**src/rtl/cfgl_pkg.sv**
```systemverilog
package cfgl_pkg;

  // Handshake progress, one state per phase plus a terminal state.
  typedef enum logic [1:0] {
    ST_WAIT_RDY = 2'd0,
    ST_REQ      = 2'd1,
    ST_ACK_LOW  = 2'd2,
    ST_DONE     = 2'd3
  } hs_state_e;

endpackage

```
**src/rtl/cfgl_rst_sync.sv**
```systemverilog
module cfgl_rst_sync #(
  parameter int STAGES = 2
) (
  input  logic clk,
  input  logic rst_n,
  output logic rst_sync_n
);

  logic [STAGES-1:0] chain_q;

  always_ff @(posedge clk or negedge rst_n) begin
    if (!rst_n) begin
      chain_q <= '0;
    end else begin
      chain_q <= {chain_q[STAGES-2:0], 1'b1};
    end
  end

  assign rst_sync_n = chain_q[STAGES-1];

endmodule

```
**src/rtl/cfgl_init_timer.sv**
```systemverilog
module cfgl_init_timer #(
  parameter int WAIT_CYCLES = 20
) (
  input  logic clk,
  input  logic rst_n,
  input  logic dev_ready_i,
  output logic expired_o
);

  localparam int CNT_W = $clog2(WAIT_CYCLES + 1);
  localparam logic [CNT_W-1:0] TERM = CNT_W'(WAIT_CYCLES);

  logic [CNT_W-1:0] cnt_q;
  logic [CNT_W-1:0] cnt_d;
  logic             cnt_en;

  // Count consecutive ready cycles; saturate at the terminal count.
  always_comb begin
    cnt_en = 1'b0;
    cnt_d  = cnt_q;
    if (!dev_ready_i) begin
      cnt_en = 1'b1;
      cnt_d  = '0;
    end else if (cnt_q != TERM) begin
      cnt_en = 1'b1;
      cnt_d  = cnt_q + 1'b1;
    end
  end

  always_ff @(posedge clk or negedge rst_n) begin
    if (!rst_n) begin
      cnt_q <= '0;
    end else if (cnt_en) begin
      cnt_q <= cnt_d;
    end
  end

  assign expired_o = (cnt_q == TERM);

endmodule

```
**src/rtl/cfgl_hs_fsm.sv**
```systemverilog
module cfgl_hs_fsm
  import cfgl_pkg::*;
(
  input  logic clk,
  input  logic rst_n,
  input  logic ready_i,
  input  logic ack_i,
  output logic req_o,
  output logic done_o,
  output logic err_o
);

  hs_state_e state_q, state_d;
  logic      req_q, req_d;
  logic      done_q, done_d;
  logic      err_q, err_d;

  always_comb begin
    state_d = state_q;
    req_d   = 1'b0;
    done_d  = 1'b0;
    err_d   = 1'b0;
    unique case (state_q)
      ST_WAIT_RDY: begin
        if (ack_i) begin
          err_d = 1'b1;          // stale acknowledge: hold off
        end else if (ready_i) begin
          state_d = ST_REQ;
          req_d   = 1'b1;
        end
      end
      ST_REQ: begin
        if (ack_i) begin
          state_d = ST_ACK_LOW;
        end else begin
          req_d = 1'b1;
        end
      end
      ST_ACK_LOW: begin
        if (!ack_i) begin
          state_d = ST_DONE;
          done_d  = 1'b1;
        end
      end
      ST_DONE: begin
        state_d = ST_DONE;
      end
      default: begin
        state_d = ST_WAIT_RDY;
      end
    endcase
  end

  always_ff @(posedge clk or negedge rst_n) begin
    if (!rst_n) begin
      state_q <= ST_WAIT_RDY;
      req_q   <= 1'b0;
      done_q  <= 1'b0;
      err_q   <= 1'b0;
    end else begin
      state_q <= state_d;
      req_q   <= req_d;
      done_q  <= done_d;
      err_q   <= err_d;
    end
  end

  assign req_o  = req_q;
  assign done_o = done_q;
  assign err_o  = err_q;

endmodule

```
**src/rtl/cfgl_link_init_req.sv**
```systemverilog
module cfgl_link_init_req #(
  parameter int CLK_FREQ_HZ = 200_000_000,
  parameter int INIT_MS     = 20,
  parameter int SYNC_STAGES = 2
) (
  input  logic clk,
  input  logic rst_n,
  input  logic dev_ready_i,
  input  logic sim_bypass_i,
  input  logic loaded_ack_i,
  output logic load_req_o,
  output logic init_done_o,
  output logic proto_err_o
);

  localparam int CYC_PER_MS  = CLK_FREQ_HZ / 1000;
  localparam int WAIT_CYCLES = CYC_PER_MS * INIT_MS;

  logic rst_int_n;
  logic wait_expired;
  logic ready_ok;

  cfgl_rst_sync #(.STAGES(SYNC_STAGES)) u_rst_sync (
    .clk        (clk),
    .rst_n      (rst_n),
    .rst_sync_n (rst_int_n)
  );

  cfgl_init_timer #(.WAIT_CYCLES(WAIT_CYCLES)) u_timer (
    .clk         (clk),
    .rst_n       (rst_int_n),
    .dev_ready_i (dev_ready_i),
    .expired_o   (wait_expired)
  );

  assign ready_ok = sim_bypass_i | wait_expired;

  cfgl_hs_fsm u_fsm (
    .clk     (clk),
    .rst_n   (rst_int_n),
    .ready_i (ready_ok),
    .ack_i   (loaded_ack_i),
    .req_o   (load_req_o),
    .done_o  (init_done_o),
    .err_o   (proto_err_o)
  );

endmodule

```
**config.mk**
```make
export PLATFORM = sky130hd
export DESIGN_NAME = cfgl_link_init_req
export DESIGN_NICKNAME = d
export VERILOG_FILES = /design/src/rtl/cfgl_pkg.sv /design/src/rtl/cfgl_rst_sync.sv /design/src/rtl/cfgl_init_timer.sv /design/src/rtl/cfgl_hs_fsm.sv /design/src/rtl/cfgl_link_init_req.sv
export SDC_FILE = /design/constraint.sdc
export NUM_CORES = 1
export LEC_CHECK = 0
export BUFFER_PORTS_ARGS = -buffer_cell sky130_fd_sc_hd__buf_4
export CORE_MARGIN = 4
export CORE_UTILIZATION = 63
export DETAILED_ROUTE_END_ITERATION = 10
export GPL_ROUTABILITY_DRIVEN = 0
export PLACE_DENSITY = 0.85
export SKIP_LAST_GASP = 1
export SLEW_MARGIN = 0
export SYNTH_ARGS = -nofsm -noshare
export SYNTH_HDL_FRONTEND = slang
export SYNTH_SLANG_ARGS = --single-unit
export TNS_END_PERCENT = 30
```
**constraint.sdc**
```tcl
create_clock -name clk -period 2.4 [get_ports clk]
set_input_delay 0.12 -clock clk [delete_from_list [all_inputs] [get_ports clk]]
set_output_delay 0.12 -clock clk [all_outputs]
set_load 0.01 [all_outputs]
```
# --- After elaboration in Yosys (flattened, before gate mapping) ---
# Cells that the tools add are included.
totals:
  ff_bits: 29
  inputBits: 5
  output_inout_bits: 3
  elab_cells: 37
op_classes:
  addsub: 1
  eq_ne: 10
  mux: 16
  n_bitwise: 1
  reduce_logical: 3
op_table:
  columns: ["cell", "count"]
  rows:
  - ["22-bit two-way mux", 2]
  - ["22-bit by 1-bit adder with 22-bit output, second input constant", 1]
  - ["22-bit == test, second input constant", 1]
  - ["22-bit != test, second input constant", 1]
  - ["1-bit two-way mux", 8]
  - ["2-bit two-way mux", 4]
  - ["2-bit != test, second input constant", 4]
  - ["2-bit case mux with 4 select lines", 1]
  - ["2-bit == test, second input constant", 2]
  - ["4-bit AND reduction", 1]
  - ["2-bit by 1-bit == test with 1-bit output, second input constant", 1]
  - ["2-bit logical NOT", 1]
  - ["2-bit by 1-bit != test with 1-bit output, second input constant", 1]
  - ["1-bit case mux with 2 select lines", 1]
  - ["2-bit AND reduction", 1]
  - ["1-bit bitwise OR", 1]

# --- Logic depth before layout (Yosys ltp) ---
logic_depth:
  ltp_word: 5
  ltp_mapped: 6
  depth_no_buf: 6

# --- By module ---
# A second synthesis with hierarchy kept.
unflattened:
  hier_cells: 146
  area_unflattened_um2: 1428.9
modules_own_cells:
  columns: ["module", "instances", "cells_per_inst", "area_each_um2", "seq_area_each_um2"]
  rows:
  - ["cfgl_init_timer", 1, 129, 1194.9, 550.5]
  - ["cfgl_hs_fsm", 1, 13, 173.9, 125.1]
  - ["cfgl_rst_sync", 1, 3, 53.8, 50.0]
  - ["cfgl_link_init_req", 1, 1, 6.3, 0.0]

# --- Least setup slack after synthesis ---
# Ideal clock, no wire load.
synth_timing:
  path_kind: "reg-to-reg"
  start: "reg u_timer.cnt_q[2]"
  end: "reg u_timer.cnt_q[0]"
  setup_time_ps: 78
  t_arrival_ps: 1893
  t_required_ps: 2322
  path_slack_ps: 429
  path_stages_with_launch: 5
  n_path_buf: 0
  period_less_slack_ps: 1971
  path_cell_list: "dfrtp_1 > or4b_1 > or4_4 > or3_1 > a21oi_1"
synth_via:
  elab_chain_cells: 4
  elab_cells_between_ends: 5
  classes_between: "2 x eq/ne; 2 x mux; 1 x reduce/logical"
synth_rtl:
  columns: ["item", "line_no", "rtl"]
  rows:
  - ["start: declaration", "cfgl_init_timer.sv:13", "logic [CNT_W-1:0] cnt_q;"]
  - ["start signal: assignment", "cfgl_init_timer.sv:34", "cnt_q <= cnt_d;"]
  - ["22-bit != test (*)", "cfgl_init_timer.sv:24", "end else if (cnt_q != TERM) begin"]
  - ["1-bit two-way mux", "cfgl_init_timer.sv:24", null]
  - ["1-bit two-way mux", "cfgl_init_timer.sv:21", "if (!dev_ready_i) begin"]
  - ["2-bit AND reduction (no line) (*)", null, null]
# Every way passes the cells marked *; elsewhere a longest branch is shown, timed or not.
# A chain may end at the register's enable or synchronous reset.

# --- Worst setup path after layout ---
layout_timing:
  start: "reg u_timer.cnt_q[1]"
  end: "reg u_timer.cnt_q[20]"
layout_via:
  elab_chain_cells: 4
  elab_cells_between_ends: 8
  classes_between: "1 x add/sub; 2 x eq/ne; 4 x mux; 1 x reduce/logical"
layout_rtl:
  columns: ["item"]
  rows:
  - ["branches (longest 4 deep; another with 22-bit by 1-bit adder with 22-bit output)"]
# Several ways; the timed one is not identified. The select of a mux whose other input is x is not followed.

==> results.json <==
{
  "reg2reg_from": "u_timer.cnt_q[1]",
  "crit_path_frequent_cell": "or4_1",
  "synthCells": 142,
  "finClkSkew_ns": 0.00942,
  "min_period_ns": 2.19,
  "first_pass_iters": 4,
  "num-fill-cells": 149,
  "insertion_delay_ns": 0.34,
  "fmaxAchievable_mhz": 457,
  "yosysUniqueCellTypes": 34,
  "worst_ep_arrival_time_ns": 2.44,
  "hold_path.class": "in2reg",
  "drv_cap": 0,
  "antenna_found_initial": 0,
  "via_per_inst": 6.18,
  "vias": 1137,
  "grt_pass1_wl_mm": 4.91,
  "drt_iter0_drc": 50,
  "status": "finished clean",
  "area_growth_pct": 11.1,
  "port_buffers": 7,
  "cts_root_buffer": "clkbuf_4",
  "layout_worst_path_cycle_share_pct": 91.1,
  "drive_above_1_share_pct": 14.6,
  "die_w_um": 55.4,
  "crit_type": "reg2reg",
  "syn_area_sq_um": 1420,
  "clockBufferDepth": 2,
  "endpoint_kind": "flop",
  "synth_top_area_share_pct": 51.3,
  "ir_worst_vdd_v": 0.000527,
  "setup_viol": 0,
  "htree_levels": 2,
  "num_rows": 16,
  "die-area_sq_um": 3070,
  "critPathSlowestCell": "or4_1",
  "grt.total_usage_pct": 21.1,
  "cp.required_ns": 2.66,
  "layout.cells.non_filler": 184,
  "total_power_uw": 828,
  "power.density_nw_per_um2": 527,
  "initial_core_util_pct": 69.3,
  "coreArea_sq_um": 2040,
  "place_hpwl_mm": 2.12,
  "grt_pass1_vias": 982,
  "grt-ovfl-total": 0,
  "final_antenna_net_count": 0,
  "cp_cell_sequence": "ha_1, inv_2, or4_1, or4_1, a21oi_1",
  "ys_warn_count": 0,
  "synth.yosys.seq_area_share_pct": 51.3,
  "fin_nets": 163,
  "drc": 0,
  "dieHeight_um": 55.4,
  "fin_area_sq_um": 1570,
  "ios": 8,
  "worstHoldStart": "dev_ready_i",
  "hold_violations": 0,
  "synth_area_leaders": "dfrtp_1 51%, nor2_1 3.7%, xnor2_1 3.7%",
  "synth_fp_nets": 149,
  "cts_tree": "done",
  "postCtsSetupBuffers": 0,
  "postPlaceCellArea_sq_um": 1500,
  "syn_area_per_cell_sq_um": 9.97,
  "synth_top_area_cell": "dfrtp_1",
  "wl_per_cell_um": 16.3,
  "cts-buffers-inserted": 5,
  "fin_util_pct": 77.0,
  "cts.sinks": 29,
  "clk_pin_slew_ns": 0.10,
  "cpPeakStageDelay_ns": 0.67,
  "power_leakage_uw": 0.000650,
  "cp_max_fo": 7,
  "fin_setup_tns_ns": 0,
  "critPathLaunchType": "flop",
  "ys_seq_elements": 29,
  "place_inst": 174,
  "diodes": 0,
  "rsz0062_at_grt": "no",
  "startpoint": "u_timer.cnt_q[1]",
  "routed_wl_mm": 3.00,
  "grt_max_degree": 28,
  "slew_viol_final": 0
}
synth_stat cells (all sizes together):
master and n:
a21o 1, ha 2, o31a 1, a211oi 1, o31ai 2, xnor2 6
o21ai 7, clkbuf 3, and4 1, nor3b 2, nor3 3, or4b 2
nand3 7, nand4 6, nor4 5, and3 1, o21a 1, conb 1
inv 7, nand4b 1, xor2 5, or4 6, nor2 14, a22oi 1
nand2 8, buf 1, or2 1, dfrtp 29, a21oi 10, or3 7
state kept, by name, indices dropped and copies added (netlist names):
name                count
u_rst_sync.chain_q      2
u_fsm.req_o             1
u_fsm.err_o             1
u_fsm.done_o            1
u_fsm.state_q           2
u_timer.cnt_q          22
what timing repair did:
| action | CTS | global route |
|---|---|---|
| resized for setup | 0 | 0 |
| hold endpoints to repair | 4 | 0 |
| hold buffers | 2 | 0 |
power by group:
group	switching, uW	internal (uW)	total, uW
sequential	7.55	494	501
combinational	28.1	14.7	42.8
clock	172	111	284
total	208	620	828
final timing paths:
kind / endpoint / slack [ns] / cells past startpoint
max: u_timer.cnt_q[20] / 0.21 / 5
min: u_timer.cnt_q[21] / 0.03 / 2
max reg2reg: u_timer.cnt_q[20] / 0.21 / 5
min reg2reg: u_timer.cnt_q[7] / 0.23 / 1
max in group asynchronous: u_timer.cnt_q[17] / 1.90 / 1
min in group asynchronous: u_rst_sync.chain_q[1] / 0.10 / 2
through the flow:
step / setup WS, ns / hold WS (ns)
final: 0.214 / 0.0325
after global routing: 0.126 / 0.00900
after CTS: 0.229 / 0.0283
after detailed placement: 0.264 / -0.0948
after global placement: 0.323 / -0.0983
after floorplan: 0.429 / -0.176
kinds of logic (layout without fill, tap and decap cells):
logic type,count (synthesis),count (layout),share of synthesized area [%]
AOI/OAI and AO/OA,24,24,10.2
buffers and inverters,11,26,3.01
other,1,1,0.265
and+or+nand+nor,64,64,26.7
xor gates and xnor gates,11,11,6.81
adders and majority gates,2,2,1.77
DFF,29,29,51.3
cell usage in the layout, fill, tap and decap left out, types with 2 or more instances in the layout:
cell / n
dfrtp_1: 29
nor2_1: 14
a21oi_1: 10
buf_4: 9
nand2_1: 8
nand3_1: 7
or3_1: 7
o21ai_0: 7
inv_1: 6
xnor2_1: 6
nor4_1: 5
nand4_1: 5
xor2_1: 5
clkbuf_4: 5
or4_1: 4
nor3_1: 3
or4b_1: 2
nor3b_1: 2
o31ai_1: 2
ha_1: 2
clkinv_2: 2
dlygate4sd3_1: 2
final cells by class:
class                      count  area (sq um)  area share (%)
sequential                    29           726            46.2
multi-input combinational    102           647            41.2
timing repair buffer          11          87.6            5.57
clock buffer                   6          41.3            2.63
tap                           27          33.8            2.15
inverter                       7          26.3            1.67
clock inverter                 2          10.0           0.637
worst max-delay path, delay by kind of cell (launching register included):
| family | cells | cell delay (ns) |
|---|---|---|
| fa+ha+maj | 1 | 0.24 |
| simple gates | 2 | 1.18 |
| compound gates | 1 | 0.16 |
| buf+inv | 1 | 0.08 |
| flops | 1 | 0.44 |
per-layer routing:
layer	global-route usage (%)	wire length (um)	share of wire, %	vias up
met4	8.33	51	1.7	0
met2	30.4	1480	49	40
li1	-	-	-	546
met1	28.6	1270	42	545
met5	0	0	0	-
met3	7.93	194	6.5	6
Note: power is estimated with default switching activity, not from simulation.
